### src/rtl/mrs_pkg.sv
package mrs_pkg;
   typedef enum logic {
      MODE_ARRIVAL = 1'b0,
      MODE_ROWAWARE = 1'b1
   } sched_mode_e;
endpackage

### src/rtl/mrs_queue.sv
module mrs_queue #(
   parameter int DEPTH  = 8,
   parameter int BANK_W = 2,
   parameter int ROW_W  = 8,
   parameter int TAG_W  = 8,
   parameter int IDX_W  = 3,
   parameter int CNT_W  = 4
) (
   input  logic                              clk,
   input  logic                              rst_n,
   input  logic                              enq_fire,
   input  logic [BANK_W-1:0]                 enq_bank,
   input  logic [ROW_W-1:0]                  enq_row,
   input  logic                              enq_write,
   input  logic [TAG_W-1:0]                  enq_tag,
   input  logic                              iss_fire,
   input  logic [IDX_W-1:0]                  iss_idx,
   output logic [DEPTH-1:0]                  q_valid,
   output logic [DEPTH-1:0][BANK_W-1:0]      q_bank,
   output logic [DEPTH-1:0][ROW_W-1:0]       q_row,
   output logic [DEPTH-1:0]                  q_write,
   output logic [DEPTH-1:0][TAG_W-1:0]       q_tag,
   output logic [DEPTH-1:0][IDX_W-1:0]       q_rank,
   output logic [CNT_W-1:0]                  occ
);
   logic [IDX_W-1:0] free_idx;
   logic [CNT_W-1:0] new_rank;
   logic [IDX_W-1:0] gone_rank;

   // lowest free slot
   always_comb begin
      free_idx = '0;
      for (int i = DEPTH - 1; i >= 0; i--) begin
         if (!q_valid[i]) free_idx = IDX_W'(i);
      end
   end

   always_comb begin
      occ = '0;
      for (int i = 0; i < DEPTH; i++) occ = occ + CNT_W'(q_valid[i]);
   end

   // a newcomer is younger than every survivor
   assign new_rank  = occ - CNT_W'(iss_fire);
   assign gone_rank = q_rank[iss_idx];

   for (genvar g = 0; g < DEPTH; g++) begin : g_slot
      logic              v_r;
      logic [IDX_W-1:0]  rank_r;
      logic [BANK_W-1:0] bank_r;
      logic [ROW_W-1:0]  row_r;
      logic              wr_r;
      logic [TAG_W-1:0]  tag_r;
      logic              take;
      logic              leave;

      assign take  = enq_fire && (free_idx == IDX_W'(g));
      assign leave = iss_fire && (iss_idx == IDX_W'(g));

      always_ff @(posedge clk or negedge rst_n) begin
         if (!rst_n) begin
            v_r    <= 1'b0;
            rank_r <= '0;
         end else if (take) begin
            v_r    <= 1'b1;
            rank_r <= new_rank[IDX_W-1:0];
         end else if (leave) begin
            v_r    <= 1'b0;
         end else if (iss_fire && v_r && (rank_r > gone_rank)) begin
            rank_r <= rank_r - 1'b1;
         end
      end

      always_ff @(posedge clk) begin
         if (take) begin
            bank_r <= enq_bank;
            row_r  <= enq_row;
            wr_r   <= enq_write;
            tag_r  <= enq_tag;
         end
      end

      assign q_valid[g] = v_r;
      assign q_rank[g]  = rank_r;
      assign q_bank[g]  = bank_r;
      assign q_row[g]   = row_r;
      assign q_write[g] = wr_r;
      assign q_tag[g]   = tag_r;
   end
endmodule

### src/rtl/mrs_match.sv
module mrs_match #(
   parameter int DEPTH  = 8,
   parameter int BANKS  = 4,
   parameter int BANK_W = 2,
   parameter int ROW_W  = 8
) (
   input  logic [DEPTH-1:0][BANK_W-1:0] q_bank,
   input  logic [DEPTH-1:0][ROW_W-1:0]  q_row,
   input  logic [BANKS-1:0]             bank_open,
   input  logic [BANKS*ROW_W-1:0]       bank_row,
   input  logic [BANKS-1:0]             bank_busy,
   output logic [DEPTH-1:0]             e_hit,
   output logic [DEPTH-1:0]             e_busy
);
   logic [BANKS-1:0][ROW_W-1:0] rows;
   assign rows = bank_row;

   for (genvar g = 0; g < DEPTH; g++) begin : g_look
      assign e_hit[g]  = bank_open[q_bank[g]] && (rows[q_bank[g]] == q_row[g]);
      assign e_busy[g] = bank_busy[q_bank[g]];
   end
endmodule

### src/rtl/mrs_select.sv
module mrs_select
   import mrs_pkg::*;
#(
   parameter int DEPTH    = 8,
   parameter int IDX_W    = 3,
   parameter int CNT_W    = 4,
   parameter int WR_HIWAT = 4
) (
   input  sched_mode_e                  mode,
   input  logic [DEPTH-1:0]             q_valid,
   input  logic [DEPTH-1:0]             q_write,
   input  logic [DEPTH-1:0]             e_hit,
   input  logic [DEPTH-1:0]             e_busy,
   input  logic [DEPTH-1:0][IDX_W-1:0]  q_rank,
   output logic                         found,
   output logic [IDX_W-1:0]             sel_idx
);
   logic             rd_any;
   logic [CNT_W-1:0] wr_cnt;
   logic             drain;
   logic             pool_w;
   logic [DEPTH-1:0] cand;
   logic [DEPTH-1:0] hits;
   logic [DEPTH-1:0] pick_set;
   logic             fr_found;
   logic [IDX_W-1:0] fr_idx;
   logic [IDX_W-1:0] fr_rank;
   logic             head_ok;
   logic [IDX_W-1:0] head_idx;

   assign rd_any = |(q_valid & ~q_write);

   always_comb begin
      wr_cnt = '0;
      for (int i = 0; i < DEPTH; i++) wr_cnt = wr_cnt + CNT_W'(q_valid[i] & q_write[i]);
   end

   assign drain  = (wr_cnt >= CNT_W'(WR_HIWAT));
   assign pool_w = drain || !rd_any;

   for (genvar g = 0; g < DEPTH; g++) begin : g_cand
      assign cand[g] = q_valid[g] && !e_busy[g] && (q_write[g] == pool_w);
   end

   assign hits     = cand & e_hit;
   assign pick_set = (|hits) ? hits : cand;

   // oldest member of the preferred set
   always_comb begin
      fr_found = 1'b0;
      fr_idx   = '0;
      fr_rank  = '1;
      for (int i = 0; i < DEPTH; i++) begin
         if (pick_set[i] && (!fr_found || (q_rank[i] < fr_rank))) begin
            fr_found = 1'b1;
            fr_idx   = IDX_W'(i);
            fr_rank  = q_rank[i];
         end
      end
   end

   // strict order: only the rank-0 entry may go
   always_comb begin
      head_ok  = 1'b0;
      head_idx = '0;
      for (int i = 0; i < DEPTH; i++) begin
         if (q_valid[i] && (q_rank[i] == '0)) begin
            head_ok  = !e_busy[i];
            head_idx = IDX_W'(i);
         end
      end
   end

   always_comb begin
      if (mode == MODE_ROWAWARE) begin
         found   = fr_found;
         sel_idx = fr_idx;
      end else begin
         found   = head_ok;
         sel_idx = head_idx;
      end
   end
endmodule

### src/rtl/mem_req_sched.sv
module mem_req_sched
   import mrs_pkg::*;
#(
   parameter int DEPTH    = 8,
   parameter int BANKS    = 4,
   parameter int ROW_W    = 8,
   parameter int TAG_W    = 8,
   parameter int WR_HIWAT = 4,
   localparam int BANK_W  = $clog2(BANKS),
   localparam int IDX_W   = $clog2(DEPTH),
   localparam int CNT_W   = $clog2(DEPTH + 1)
) (
   input  logic                   clk,
   input  logic                   rst_n,
   input  logic                   sched_mode,
   input  logic                   enq_valid,
   output logic                   enq_ready,
   input  logic [BANK_W-1:0]      enq_bank,
   input  logic [ROW_W-1:0]       enq_row,
   input  logic                   enq_write,
   input  logic [TAG_W-1:0]       enq_tag,
   input  logic [BANKS-1:0]       bank_open,
   input  logic [BANKS*ROW_W-1:0] bank_row,
   input  logic [BANKS-1:0]       bank_busy,
   output logic                   iss_valid,
   input  logic                   iss_ready,
   output logic [BANK_W-1:0]      iss_bank,
   output logic [ROW_W-1:0]       iss_row,
   output logic                   iss_write,
   output logic [TAG_W-1:0]       iss_tag
);
   if (DEPTH < 2 || (1 << IDX_W) != DEPTH) begin : g_bad_depth
      $error("DEPTH must be a power of two, at least 2");
   end
   if (BANKS < 2 || (1 << BANK_W) != BANKS) begin : g_bad_banks
      $error("BANKS must be a power of two, at least 2");
   end
   if (WR_HIWAT < 1 || WR_HIWAT > DEPTH) begin : g_bad_hiwat
      $error("WR_HIWAT must lie in 1..DEPTH");
   end
   if (ROW_W < 1 || TAG_W < 1) begin : g_bad_width
      $error("ROW_W and TAG_W must be positive");
   end

   logic [DEPTH-1:0]             q_valid;
   logic [DEPTH-1:0][BANK_W-1:0] q_bank;
   logic [DEPTH-1:0][ROW_W-1:0]  q_row;
   logic [DEPTH-1:0]             q_write;
   logic [DEPTH-1:0][TAG_W-1:0]  q_tag;
   logic [DEPTH-1:0][IDX_W-1:0]  q_rank;
   logic [CNT_W-1:0]             occ;
   logic [DEPTH-1:0]             e_hit;
   logic [DEPTH-1:0]             e_busy;
   logic                         found;
   logic [IDX_W-1:0]             sel_idx;
   logic                         enq_fire;
   logic                         iss_fire;
   sched_mode_e                  mode;

   assign mode      = sched_mode_e'(sched_mode);
   assign enq_ready = (occ != CNT_W'(DEPTH));
   assign enq_fire  = enq_valid && enq_ready;
   assign iss_valid = found;
   assign iss_fire  = found && iss_ready;

   assign iss_bank  = q_bank[sel_idx];
   assign iss_row   = q_row[sel_idx];
   assign iss_write = q_write[sel_idx];
   assign iss_tag   = q_tag[sel_idx];

   mrs_queue #(
      .DEPTH(DEPTH), .BANK_W(BANK_W), .ROW_W(ROW_W), .TAG_W(TAG_W),
      .IDX_W(IDX_W), .CNT_W(CNT_W)
   ) u_queue (
      .clk(clk), .rst_n(rst_n),
      .enq_fire(enq_fire), .enq_bank(enq_bank), .enq_row(enq_row),
      .enq_write(enq_write), .enq_tag(enq_tag),
      .iss_fire(iss_fire), .iss_idx(sel_idx),
      .q_valid(q_valid), .q_bank(q_bank), .q_row(q_row), .q_write(q_write),
      .q_tag(q_tag), .q_rank(q_rank), .occ(occ)
   );

   mrs_match #(
      .DEPTH(DEPTH), .BANKS(BANKS), .BANK_W(BANK_W), .ROW_W(ROW_W)
   ) u_match (
      .q_bank(q_bank), .q_row(q_row),
      .bank_open(bank_open), .bank_row(bank_row), .bank_busy(bank_busy),
      .e_hit(e_hit), .e_busy(e_busy)
   );

   mrs_select #(
      .DEPTH(DEPTH), .IDX_W(IDX_W), .CNT_W(CNT_W), .WR_HIWAT(WR_HIWAT)
   ) u_select (
      .mode(mode), .q_valid(q_valid), .q_write(q_write),
      .e_hit(e_hit), .e_busy(e_busy), .q_rank(q_rank),
      .found(found), .sel_idx(sel_idx)
   );
endmodule

### config.mk
export PLATFORM = sky130hd
export DESIGN_NAME = mem_req_sched
export DESIGN_NICKNAME = d
export VERILOG_FILES = /design/src/rtl/mrs_pkg.sv /design/src/rtl/mrs_queue.sv /design/src/rtl/mrs_match.sv /design/src/rtl/mrs_select.sv /design/src/rtl/mem_req_sched.sv
export SDC_FILE = /design/constraint.sdc
export NUM_CORES = 1
export LEC_CHECK = 0
export ABC_AREA = 0
export BUFFER_PORTS_ARGS = -buffer_cell sky130_fd_sc_hd__buf_4
export CAP_MARGIN = 20
export CELL_PAD_IN_SITES_DETAIL_PLACEMENT = 1
export CELL_PAD_IN_SITES_GLOBAL_PLACEMENT = 2
export CORE_ASPECT_RATIO = 1.4
export CORE_UTILIZATION = 45
export DETAILED_ROUTE_END_ITERATION = 16
export GPL_ROUTABILITY_DRIVEN = 0
export GPL_TIMING_DRIVEN = 0
export PLACE_DENSITY_LB_ADDON = 0.1
export SYNTH_ARGS = -nofsm -noshare
export SYNTH_HDL_FRONTEND = slang
export SYNTH_SLANG_ARGS = --single-unit
### constraint.sdc
create_clock -name clk -period 36.6 [get_ports clk]
set_input_delay 3.66 -clock clk [delete_from_list [all_inputs] [get_ports clk]]
set_output_delay 3.66 -clock clk [all_outputs]
set_load 0.02 [all_outputs]
Word-level counts from Yosys, hierarchy flattened
Index checks and enable logic that the tools add are counted.
- add/sub/neg operators: 23
- magnitude comparators: 25
- equal/unequal tests: 39
- muxes and demuxes: 146
- bitwise logic cells: 11
- reductions and logical operators: 133
- operators with widths (operator ; count):
    $mux 3 ; 49
    $bmux 8 s2 ; 8
    $mux 8 ; 11
    $logic_and 1x1->1 ; 73
    $eq 8x8->1 ; 8
    $mux 1 ; 52
    $bmux 8 s3 ; 2
    $bmux 1 s2 ; 16
    $reduce_bool 2->1 ; 16
    $logic_not 3->1 ; 10
    $add 4x4->4 ; 7
    $add 4x1->4 ; 6
    $eq 3x3->1 const B ; 8
    $gt 3x3->1 ; 8
    $lt 2x3->1 const B ; 8
    $sub 3x1->3 const B ; 8
    $lt 3x3->1 ; 7
    $and 8x8->8 ; 2
    $logic_not 1->1 ; 16
    $ne 2x1->1 const B ; 8
    $reduce_and 2->1 ; 8
    $reduce_or 8->1 ; 2
    $eq 3x2->1 const B ; 4
    $mux 2 ; 5
    13 further kinds ; 35
- register bits: 184
- bits of input ports: 64
- output and inout port bits: 21
- logic and storage cells: 425

Depth between registers and ports, before layout
Gate-level depths: netlist of run 1.
- depth after elaboration: 52
- mapped depth: 90
- depth with buffers taken out: 87

By module
A second synthesis of run 1 with hierarchy kept.
- cells, all modules: 1137
- area total of the unflattened synthesis: 13820.8 µm²
- modules (own cells, without submodules) (module ; instances ; cells each ; area an instance (µm²) ; seq. area each (µm²)):
    mrs_queue ; 1 ; 446 ; 7459.7 ; 5365.1
    mrs_match ; 1 ; 344 ; 3103.0 ; 0.0
    mrs_select ; 1 ; 277 ; 1979.4 ; 0.0
    mem_req_sched ; 1 ; 70 ; 1278.7 ; 0.0

Worst setup path before layout of run 1
OpenSTA, ideal clock, no wires.
- path kind: input-to-output
- from: in bank_row[24]
- to: out iss_tag[1]
- data arrival time: 16366 ps
- required time: 32940 ps
- setup slack: 16574 ps
- stages: 71
- path buffers: 4
- cells stage by stage: clkbuf_1 mux4_2 xnor2_1 nand4_1 or4_4 nand3_1 nor4b_4 nor2_1 nor2_1 ha_1 nand2_1 nor2_1 and3_1 nand3_1 a2bb2oi_2 or2_2 nor2_1 a21oi_1 [35 not listed] a21o_1 a21oi_1 o21ai_0 a31oi_4 nor2_1 a21oi_1 ha_1 a21o_1 a21oi_1 o211a_1 a21boi_2 o41a_1 clkbuf_1 clkbuf_1 mux2i_1 nand2_1 o21ai_0 o21ai_0
- longest elaborated chain between the ends: 39
- elaborated cells between the ends (all ways): 87
- those cells by class: 7 x order compare; 8 x eq/ne; 41 x mux; 1 x bitwise; 30 x reduce/logical
- ends and longest elaborated chain (item ; RTL line ; text):
    from (decl) ; mem_req_sched.sv:23 ; input logic [BANKS*ROW_W-1:0] bank_row,
    $bmux 8 s2 ; mrs_match.sv:19 ; assign e_hit[g] = bank_open[q_bank[g]] && (rows[q_bank[g]] == q_row[g]);
    $mux 8 (not written as such) ; mrs_match.sv:19 ;
    $eq 8x8->1 ; mrs_match.sv:19 ;
    $logic_and 1x1->1 ; mrs_match.sv:19 ;
    $and 8x8->8 (*) ; mrs_select.sv:45 ; assign hits = cand & e_hit;
    $reduce_or 8->1 ; mrs_select.sv:46 ; assign pick_set = (|hits) ? hits : cand;
    $mux 8 (*) ; mrs_select.sv:46 ;
    $mux 3 / $mux 1 (equally long branches) ; mrs_select.sv:54 ; if (pick_set[i] && (!fr_found || (q_rank[i] < fr_rank))) begin
    [23 not listed] ; n/a ;
    $mux 3 / $mux 1 (equally long branches) ; mrs_select.sv:54 ;
    $lt 3x3->1 / $logic_not 1->1 (equally long branches) ; mrs_select.sv:54 ;
    $logic_or 1x1->1 ; mrs_select.sv:54 ;
    $logic_and 1x1->1 ; mrs_select.sv:54 ;
    $mux 3 (*) ; mrs_select.sv:54 ;
    $mux 3 (*) ; mrs_select.sv:75 ; if (mode == MODE_ROWAWARE) begin
    $bmux 8 s3 (*) ; mem_req_sched.sv:69 ; assign iss_tag = q_tag[sel_idx];
    $mux 8 (not written as such) (*) ; mem_req_sched.sv:69 ;
    to (decl) ; mem_req_sched.sv:30 ; output logic [TAG_W-1:0] iss_tag
Every way passes the cells marked *; elsewhere a longest branch is shown, timed or not. The select of a mux whose other input is x is not followed.

Final worst setup path of run 1
- from: in bank_row[16]
- to: out iss_row[1]
- longest elaborated chain between the ends: 39
- elaborated cells between the ends (all ways): 87
- those cells by class: 7 x order compare; 8 x eq/ne; 41 x mux; 1 x bitwise; 30 x reduce/logical
- ends and longest elaborated chain (item ; RTL line ; text):
    $bmux 8 s2 ; mrs_match.sv:19 ;
    $mux 8 (not written as such) ; mrs_match.sv:19 ;
    $eq 8x8->1 ; mrs_match.sv:19 ;
    $logic_and 1x1->1 ; mrs_match.sv:19 ;
    $and 8x8->8 (*) ; mrs_select.sv:45 ;
    $reduce_or 8->1 ; mrs_select.sv:46 ;
    $mux 8 (*) ; mrs_select.sv:46 ;
    $mux 3 / $mux 1 (equally long branches) ; mrs_select.sv:54 ;
    [23 not listed] ; n/a ;
    $mux 3 / $mux 1 (equally long branches) ; mrs_select.sv:54 ;
    $lt 3x3->1 / $logic_not 1->1 (equally long branches) ; mrs_select.sv:54 ;
    $logic_or 1x1->1 ; mrs_select.sv:54 ;
    $logic_and 1x1->1 ; mrs_select.sv:54 ;
    $mux 3 (*) ; mrs_select.sv:54 ;
    $mux 3 (*) ; mrs_select.sv:75 ;
    $bmux 8 s3 (*) ; mem_req_sched.sv:67 ; assign iss_row = q_row[sel_idx];
    $mux 8 (not written as such) (*) ; mem_req_sched.sv:67 ;
    to (decl) ; mem_req_sched.sv:28 ; output logic [ROW_W-1:0] iss_row,
Marks and branches as above.

==> metrics.md, run 1 <==
| Metric | Value |
|---|---|
| TritonRoute pass-1 iters | `5` |
| CTS resizes | `0` |
| Worst min-delay path class | `register to register` |
| Final hold violations | `0` |
| Pin count of the biggest net entering global routing | `33` |
| Top delay family on crit path | `compound AO/OA/AOI/OAI gates` |
| Die Y | `approximately 210 um` |
| RSZ-0062 raised after global routing | `false` |
| Critical Path Source Type | `primary input` |
| Synthesized cell area | `roughly 14000 um^2` |
| Synthesis Warnings | `0` |
| Synthesized Nets | `about 1400` |
| WP data required | `32.94 ns` |
| Post-detail-place hpwl | `40.31 mm` |
| TritonCTS buffer count | `17` |
| Fillers | `3329` |
| N_diodes | `0` |
| Rows | `75` |
| Vias | `11600` |
| Most frequent cells in the layout | `nand2_1 (184), edfxtp_1 (152), mux2i_1 (94)` |
| Initial core utilization | `approximately 46%` |
| WP data arrival | `20.08 ns` |
| Nets | `1544` |
| Shortest period the worst path allows | `around 24 ns` |
| Most common cell after layout, fill and taps aside | `nand2_1` |
| Max Clock Freq | `0.04212 GHz` |
| Clock Root Buffer | `clkbuf_16` |
| DR DRC count | `0` |
| Area Growth Syn to Fin | `14.17%` |
| Syn Area/Cell | `10.66 um^2` |
| IO Pins | `85` |
| Share of Yosys cell area claimed by the top area cell type | `about a third` |
| Fin. max-slew vios | `0` |
| Post-route ant nets | `0` |
| Hold path start | `u_queue.g_slot[2].rank_r[0]$_DFFE_PN0P_` |
| Vias per cell | `~6.4` |
| Post-synth EDFFs | `152` |
| Worst-Margin Slew | `1.029 ns` |
| Setup-failing EPs final | `0` |
| Post-synthesis sequential area ratio | `38.44%` |
| Die extent in x | `between 150 and 200 um` |
| FFs w/ async S/R, synth | `17.39%` |
| Total setup buffers inserted after CTS | `0` |
| CP peak stage delay | `between 0.6 and 0.7 ns` |
| Maximum buffer depth of the clock tree | `2` |
| Max Fanout on Critical Path | `10` |
| H-tree levels | `4` |
| Slew HR | `30.82%` |
| Critical path's slowest cell | `clkbuf_1` |
| Post-synth cell types | `99` |
| Synth area leader | `edfxtp_1` |
| Reg2reg start | `u_queue.g_slot[0].v_r$_DFFE_PN0P_` |
| First-pass GRT wire length | `77.68 mm` |
| Crit share post-route | `64.87%` |
| PortBufs | `80` |
| Vias in the first global route | `~12000` |
| CTS Hold Buffers Added | `0` |
| Synth Instances | `~1300` |
| Die area | `31730 um^2` |
| Placeable Area | `slightly above 30000 um^2` |
| Initial antenna violation count | `1` |
| Setup CP Type | `primary input to output port` |
| Reg clk slew, reported paths | `approximately 0.080 ns` |
| GRT Overall Usage | `34.42%` |
| Initial DRC Count | `729` |
| Clk sink count | `about 180` |
| CTS tree | `yes` |
| Maxcap violations | `0` |
| Share of cells above drive strength 1 | `20.86%` |
| Crit path from | `bank_row[16]` |
| WL per Instance | `28.75 um` |
| Grt total ovfl | `0` |
| WL final | `52.41 mm` |
| Top_reg_cell synth | `edfxtp_1` |
| Setup TNS | `0 ns` |
| Top cells by area, synth | `edfxtp_1 (33%), mux4_2 (7.6%), mux2i_1 (6.7%)` |
| Worst Setup End Kind | `output port` |
| Clk_lat worst skew | `0.46 ns` |
| WP buf/inv | `11` |
| Worst path most repeated cell | `ha_1` |
| Final clock skew | `0.01339 ns` |
| Run status | `finished, final reports clean` |
| Yosys reg bits | `184` |
==> synthesized netlist by cell type (10+ instances only) <==
library cell and number:
xnor2_1 78, a21oi_1 32, a311oi_1 11, a31oi_1 15, mux4_2 47, buf_2 14
edfxtp_1 152, mux2i_1 94, and3_1 16, o211ai_1 16, nand3b_1 11, o21ai_0 41
o31ai_1 10, ha_1 48, clkbuf_1 37, or2_2 10, a31o_2 11, nand2_1 184
inv_1 52, nor3_1 30, nor2_1 56, dfrtp_1 32, and2_1 14, xor2_1 29
nand3_1 35, mux2_2 30
==> tightest hold or removal path, stage by stage (launching register included) <==
cell and delay, ns:
dfrtp_1 0.41, xnor2_1 0.14, mux2i_1 0.06
==> sequential cells by signal, summed over array words and instances, names as in the netlist <==
signal / cells
u_queue.g_slot.tag_r: 64
u_queue.g_slot.v_r: 8
u_queue.g_slot.wr_r: 8
u_queue.g_slot.rank_r: 24
u_queue.g_slot.row_r: 64
u_queue.g_slot.bank_r: 16
==> kinds of logic (layout without fill, tap and decap cells) <==
group	count (synthesis)	in the layout	share of synthesized area [%]
compound gates	250	250	13.92
xor+xnor	107	107	6.715
fa+ha+maj	55	55	5.308
buf+inv	124	253	3.945
flops	184	184	38.44
mux	173	173	16.93
simple gates	416	416	14.74
==> metrics by stage <==
step / cell area [um^2] / setup WS, ns / instances / utilization (%) / hold slack (ns)
finish: 15930 / 12.86 / 1823 / 52.73 / 0.6558
global placement: 15040 / 13.16 / 1774 / 49.77 / 0.6415
floorplan: 13960 / 16.57 / 1309 / - / 0.5827
detailed placement: 15290 / 12.95 / 1790 / 50.62 / 0.6464
CTS: 15930 / 12.89 / 1822 / 52.72 / 0.6635
global route: 15930 / 11.89 / 1823 / 52.73 / 0.7091
==> metal layers <==
metal  track usage (%)  up-vias  routed length (um)
li1                  -     5182                   -
met1             38.56     5857               19630
met2             61.20      414               27050
met3             3.680      146                2250
met4             22.28        0                3476
met5                 0        -                   0
==> path summary, 6_finish.rpt <==
kind | end | slack [ns] | cells past startpoint
min reg2reg | u_queue.g_slot[2].rank_r[0]$_DFFE_PN0P_ | 0.66 | 2
max reg2reg | u_queue.g_slot[5].rank_r[1]$_DFFE_PN0P_ | 15.99 | 85
max in group asynchronous | u_queue.g_slot[4].v_r$_DFFE_PN0P_ | 33.09 | 1
min in group asynchronous | u_queue.g_slot[3].rank_r[0]$_DFFE_PN0P_ | 3.15 | 1
max | iss_row[1] | 12.86 | 72
min | u_queue.g_slot[2].rank_r[0]$_DFFE_PN0P_ | 0.66 | 2
==> final cells by class <==
cell class	instances	area, um^2	area share, %
Multi-Input combinational cell	1001	8078	50.70
Clock buffer	17	425.4	2.670
Tap cell	385	481.7	3.023
Buffer	67	336.6	2.112
Inverter	57	214.0	1.343
Clock inverter	15	209.0	1.311
Timing Repair Buffer	97	824.5	5.175
Sequential cell	184	5365	33.67
Power of run 1 is not shown: default switching activity piles up to over one toggle a cycle in this logic, so the estimate is an artifact.
==> inputs of run 2 (changes only) <==
--- a/config.mk
+++ b/config.mk
@@ -11,7 +11,7 @@
 export CELL_PAD_IN_SITES_DETAIL_PLACEMENT = 1
 export CELL_PAD_IN_SITES_GLOBAL_PLACEMENT = 2
 export CORE_ASPECT_RATIO = 1.4
-export CORE_UTILIZATION = 45
+export CORE_UTILIZATION = 38
 export DETAILED_ROUTE_END_ITERATION = 16
 export GPL_ROUTABILITY_DRIVEN = 0
 export GPL_TIMING_DRIVEN = 0
==> constraint.sdc (replaced) <==
create_clock -name clk -period 20.1 [get_ports clk]
set_input_delay 2.01 -clock clk [delete_from_list [all_inputs] [get_ports clk]]
set_output_delay 2.01 -clock clk [all_outputs]
set_load 0.02 [all_outputs]
==> metrics.md, run 2 (synthesized netlist as in run 1, its figures left out) <==
| Metric | Value |
|---|---|
| Run status | `finished, final reports clean` |
| Initial DRC Count | `around 690` |
| Critical path's slowest cell | `fa_1` |
| Gr busiest metal | `met2` |
| Setup CP Type | `register to output port` |
| Shortest period the worst path allows | `between 15 and 20 ns` |
| TritonRoute pass-1 iters | `5` |
| Max Fanout on Critical Path | `10` |
| Slew HR | `27.22%` |
| N_diodes | `0` |
| IO Pins | `85` |
| Crit share post-route | `94.87%` |
| Clock Root Buffer | `clkbuf_16` |
| GRT Overall Usage | `31.39%` |
| Area Growth Syn to Fin | `16.66%` |
| Clk_lat worst skew | `0.47 ns` |
| Nets | `between 1500 and 2000` |
| Final clock skew | `between 0.01 and 0.015 ns` |
| Worst R2R Path Depth | `83` |
| Footprint of the multi-input gates | `8205 um^2` |
| Rows | `82` |
| WL per Instance | `between 20 and 30 um` |
| Fillers | `3953` |
| Setup-failing EPs final | `0` |
| Fin. max-slew vios | `0` |
| Worst-Margin Slew | `1.092 ns` |
| Grt total ovfl | `0` |
| Die area | `around 38000 um^2` |
| Worst slack at placement | `-1.142 ns` |
| Grt met3 use | `3.938%` |
| Vias | `11600` |
| GRT met2 Usage | `between 50% and 60%` |
| Vias per cell | `6.090` |
| Most common cell after layout, fill and taps aside | `nand2_1` |
| CP peak stage delay | `approximately 0.53 ns` |
| Maximum buffer depth of the clock tree | `2` |
| Critical Path Source Type | `register` |
| Vias in the first global route | `12460` |
| Initial core utilization | `38.75%` |
| WP data arrival | `17.06 ns` |
| Hold WS | `0.6885 ns` |
| Worst min-delay path class | `register to register` |
| R2r endpoint | `u_queue.g_slot[2].rank_r[2]$_DFFE_PN0P_` |
| Post-route ant nets | `0` |
| Flip-flop and latch area | `5369 um^2` |
| First-pass GRT wire length | `83.52 mm` |
| Initial antenna violation count | `0` |
| Fin util | `between 40% and 50%` |
| Maxcap violations | `0` |
| Pin count of the biggest net entering global routing | `33` |
| Most frequent cells in the layout | `nand2_1 (183), edfxtp_1 (152), buf_4 (103)` |
| H-tree levels | `4` |
| TritonCTS buffer count | `17` |
| Worst Setup End Kind | `output port` |
| Worst setup margin | `1.031 ns` |
| CTS Hold Buffers Added | `0` |
| DR DRC count | `0` |
| Final hold violations | `0` |
| Reg2reg start | `u_queue.g_slot[1].v_r$_DFFE_PN0P_` |
| Met1 Resource Use GR | `34.62%` |
| Placeable Area | `36010 um^2` |
| Share of cells above drive strength 1 | `between 20% and 30%` |
| WP data required | `18.09 ns` |
| PortBufs | `80` |
| Clk sink count | `between 150 and 200` |
| R2R Setup Slk | `roughly 1.6 ns` |
| Worst path most repeated cell | `ha_1` |
| Max Clock Freq | `approximately 0.052 GHz` |
| WL final | `56.77 mm` |
| Post-detail-place hpwl | `43.43 mm` |
| Worst setup path end | `iss_write` |
| Die extent in x | `~160 um` |
| Die Y | `around 230 um` |
| Reg clk slew, reported paths | `0.09 ns` |
| Largest regs | `u_queue.g_slot.row_r: 64 flops, u_queue.g_slot.tag_r: 64 flops, u_queue.g_slot.rank_r: 24 flops` |
| Crit path from | `u_queue.g_slot[1].v_r$_DFFE_PN0P_` |
| CTS tree | `yes` |
==> run 2: changes by cell type in the layout (fill, tap and decap cells not counted), sizes merged <==
cell / previous run / this run
buf: 127 / 137
inv: 62 / 68
clkbuf: 54 / 49
clkinv: 8 / 4
clkinvlp: 2 / 0
==> run 2: cell type report <==
cell class                      count  share of cell area (%)
Buffer                             66                   2.528
Clock buffer                       17                   2.613
Clock inverter                     15                   1.406
Inverter                           57                   1.314
Multi-Input combinational cell   1001                   50.40
Sequential cell                   184                   32.98
Tap cell                          462                   3.551
Timing Repair Buffer              103                   5.211
==> run 2: timing repair <==
action                     in CTS  in global routing
resized for setup              39                 51
setup endpoints to repair      43                 43
setup buffers                   4                  4
pin swaps                       2                  3
cloned                          0                  0
==> run 2: per-layer routing <==
| metal | up-vias | part of all wire [%] |
|---|---|---|
| li1 | 5171 | - |
| met1 | 5936 | 37 |
| met2 | 358 | 53 |
| met3 | 137 | 3.7 |
| met4 | 0 | 5.7 |
| met5 | - | 0 |
==> run 2: metrics by stage <==
stage / setup TNS, ns / area, um^2 / instances
global placement: -40.96 / 15130 / 1851
floorplan: 0 / 13960 / 1309
CTS: 0 / 16130 / 1901
global route: -0.6778 / 16280 / 1905
detailed placement: -34.79 / 15360 / 1866
finish: 0 / 16280 / 1905
==> run 2: critical path, delay by kind of cell, from the launching register on <==
kind / cells / cell delay [ns]
flops: 1 / 0.49
mux: 1 / 0.42
fa+ha+maj: 11 / 3.53
compound gates: 29 / 5.93
buf+inv: 12 / 1.88
simple gates: 22 / 4.29
==> run 2: worst min-delay path by stage <==
stage | startpoint | to | cells past startpoint
floorplan | u_queue.g_slot[0].rank_r[2]$_DFFE_PN0P_ | u_queue.g_slot[0].rank_r[2]$_DFFE_PN0P_ | 2
detailed placement | u_queue.g_slot[2].rank_r[0]$_DFFE_PN0P_ | u_queue.g_slot[2].rank_r[0]$_DFFE_PN0P_ | 2
global route | u_queue.g_slot[1].v_r$_DFFE_PN0P_ | u_queue.g_slot[1].v_r$_DFFE_PN0P_ | 2
global placement | u_queue.g_slot[2].rank_r[0]$_DFFE_PN0P_ | u_queue.g_slot[2].rank_r[0]$_DFFE_PN0P_ | 2
CTS | u_queue.g_slot[2].rank_r[0]$_DFFE_PN0P_ | u_queue.g_slot[2].rank_r[0]$_DFFE_PN0P_ | 2
finish | u_queue.g_slot[2].rank_r[0]$_DFFE_PN0P_ | u_queue.g_slot[2].rank_r[0]$_DFFE_PN0P_ | 2
Power of run 2 is left out for the same reason.
==> inputs of run 3 (changes only) <==
--- a/config.mk
+++ b/config.mk
@@ -9,9 +9,9 @@
 export BUFFER_PORTS_ARGS = -buffer_cell sky130_fd_sc_hd__buf_4
 export CAP_MARGIN = 20
 export CELL_PAD_IN_SITES_DETAIL_PLACEMENT = 1
-export CELL_PAD_IN_SITES_GLOBAL_PLACEMENT = 2
+export CELL_PAD_IN_SITES_GLOBAL_PLACEMENT = 1
 export CORE_ASPECT_RATIO = 1.4
-export CORE_UTILIZATION = 38
+export CORE_UTILIZATION = 45
 export DETAILED_ROUTE_END_ITERATION = 16
 export GPL_ROUTABILITY_DRIVEN = 0
 export GPL_TIMING_DRIVEN = 0
==> metrics.md, run 3 (synthesized netlist as in run 1, its figures left out) <==
| Metric | Value |
|---|---|
| Run status | `finished, final reports clean` |
| CTS tree | `yes` |
| Die extent in x | `150.8 um` |
| Clk sink count | `184` |
| Area Growth Syn to Fin | `16.60%` |
| TritonCTS buffer count | `17` |
| Non-Filler Instances | `about 1800` |
| Placeable Area | `30220 um^2` |
| Worst-Margin Slew | `1.133 ns` |
| Setup CP Type | `register to output port` |
| Max Clock Freq | `0.05228 GHz` |
| Post-detail-place hpwl | `~40 mm` |
| Worst path most repeated cell | `ha_1` |
| Most frequent cells in the layout | `nand2_1 (183), edfxtp_1 (152), buf_4 (109)` |
| PortBufs | `80` |
| # placed instances | `~1800` |
| CTS Hold Buffers Added | `0` |
| Worst R2R Path Depth | `80` |
| Die Y | `210.4 um` |
| Slew HR | `24.09%` |
| Vias per cell | `6.527` |
| Hold WS | `~0.65 ns` |
| Grt total ovfl | `0` |
| N_diodes | `0` |
| Initial antenna violation count | `0` |
| Share of cells above drive strength 1 | `24.66%` |
| Vias | `11990` |
| Die area | `31730 um^2` |
| Reg clk slew, reported paths | `0.09 ns` |
| First-pass GRT wire length | `78.65 mm` |
| Critical path's slowest cell | `fa_1` |
| Initial core utilization | `46.19%` |
| Vias in the first global route | `12710` |
| Final hold violations | `0` |
| Reg2reg start | `u_queue.g_slot[1].v_r$_DFFE_PN0P_` |
| Instance count on the critical path | `75` |
| Top delay family on crit path | `compound AO/OA/AOI/OAI gates` |
| Fin. max-slew vios | `0` |
| GRT Overall Usage | `34.75%` |
| Largest regs | `u_queue.g_slot.row_r: 64 flops, u_queue.g_slot.tag_r: 64 flops, u_queue.g_slot.rank_r: 24 flops` |
| Maxcap violations | `0` |
| Maximum buffer depth of the clock tree | `2` |
| Crit path from | `u_queue.g_slot[1].v_r$_DFFE_PN0P_` |
| R2R Setup Slk | `roughly 1.4 ns` |
| WP data arrival | `between 15 and 20 ns` |
| Crit share post-route | `between 90% and 100%` |
| IO Pins | `85` |
| DR DRC count | `0` |
| Worst min-delay path class | `register to register` |
| Clock Root Buffer | `clkbuf_16` |
| WL final | `around 53 mm` |
| H-tree levels | `4` |
| WP buf/inv | `11` |
| Shortest period the worst path allows | `19.13 ns` |
| Rows | `75` |
| Setup-failing EPs final | `0` |
| Worst setup path end | `iss_write` |
| Most common cell after layout, fill and taps aside | `nand2_1` |
| Pin count of the biggest net entering global routing | `33` |
| Nets | `between 1500 and 2000` |
| R2r endpoint | `u_queue.g_slot[2].rank_r[2]$_DFFE_PN0P_` |
| Max Fanout on Critical Path | `10` |
| Post-route ant nets | `0` |
| WL per Instance | `28.94 um` |
| CP peak stage delay | `between 0.5 and 0.6 ns` |
| Clk_lat worst skew | `roughly 0.48 ns` |
| Worst Setup End Kind | `output port` |
| Critical Path Source Type | `register` |
| WP data required | `18.09 ns` |
| TritonRoute pass-1 iters | `6` |
| Initial DRC Count | `943` |
| Final clock skew | `roughly 0.015 ns` |
## run 3: final cells by class
cell class	count	area, um^2
buffer	67	416.7
clock buffer	17	425.4
clock inverter	15	220.2
fill	3269	13940
inverter	57	214.0
multi-input combinational	1001	8203
sequential	184	5369
tap	385	481.7
timing repair buffer	111	943.4
## run 3: per-layer routing
layer / routed length (um) / track usage (%) / vias up
li1: - / - / 5204
met1: 19050 / 38.59 / 6022
met2: 26240 / 58.51 / 545
met3: 3244 / 5.303 / 220
met4: 4631 / 27.90 / 0
met5: 0 / 0 / -
## run 3: stage by stage
stage	area, um^2	worst slack (ns)	setup TNS [ns]	utilization (%)
after global placement	15040	-0.5634	-14.31	49.77
after floorplan	13960	3.064	0	-
final	16270	0.9738	0	53.86
after CTS	16020	0.005109	0	53.01
after detailed placement	15300	-0.7854	-21.65	50.63
after global routing	16270	-0.03001	-0.1230	53.86
## run 3: worst reg2reg max path: cells and delay by family (launching register included)
family / cells / cell delay [ns]
AO/OA/AOI/OAI: 32 / 7.34
AND/OR/NAND/NOR: 23 / 4.49
adder cells (fa/ha/maj): 12 / 3.88
buffers and inverters: 11 / 1.67
multiplexers: 2 / 0.74
flip-flops: 1 / 0.48
## run 3: repair_timing
item,in CTS,in global routing
endpoints found under the setup margin,43,43
pin swaps,2,5
gates resized for setup,29,66
setup buffers,1,15
## run 3: worst min path at each step
stage | startpoint | slack (ns) | cells after the start | to
final | u_queue.g_slot[2].rank_r[0]$_DFFE_PN0P_ | 0.65 | 2 | u_queue.g_slot[2].rank_r[0]$_DFFE_PN0P_
after global routing | u_queue.g_slot[2].rank_r[0]$_DFFE_PN0P_ | 0.68 | 2 | u_queue.g_slot[2].rank_r[0]$_DFFE_PN0P_
after CTS | u_queue.g_slot[2].rank_r[0]$_DFFE_PN0P_ | 0.65 | 2 | u_queue.g_slot[2].rank_r[0]$_DFFE_PN0P_
after detailed placement | u_queue.g_slot[2].rank_r[0]$_DFFE_PN0P_ | 0.64 | 2 | u_queue.g_slot[2].rank_r[0]$_DFFE_PN0P_
after global placement | u_queue.g_slot[2].rank_r[0]$_DFFE_PN0P_ | 0.63 | 2 | u_queue.g_slot[2].rank_r[0]$_DFFE_PN0P_
after floorplan | u_queue.g_slot[0].rank_r[2]$_DFFE_PN0P_ | 0.58 | 2 | u_queue.g_slot[0].rank_r[2]$_DFFE_PN0P_
Power of run 3 is left out for the same reason.
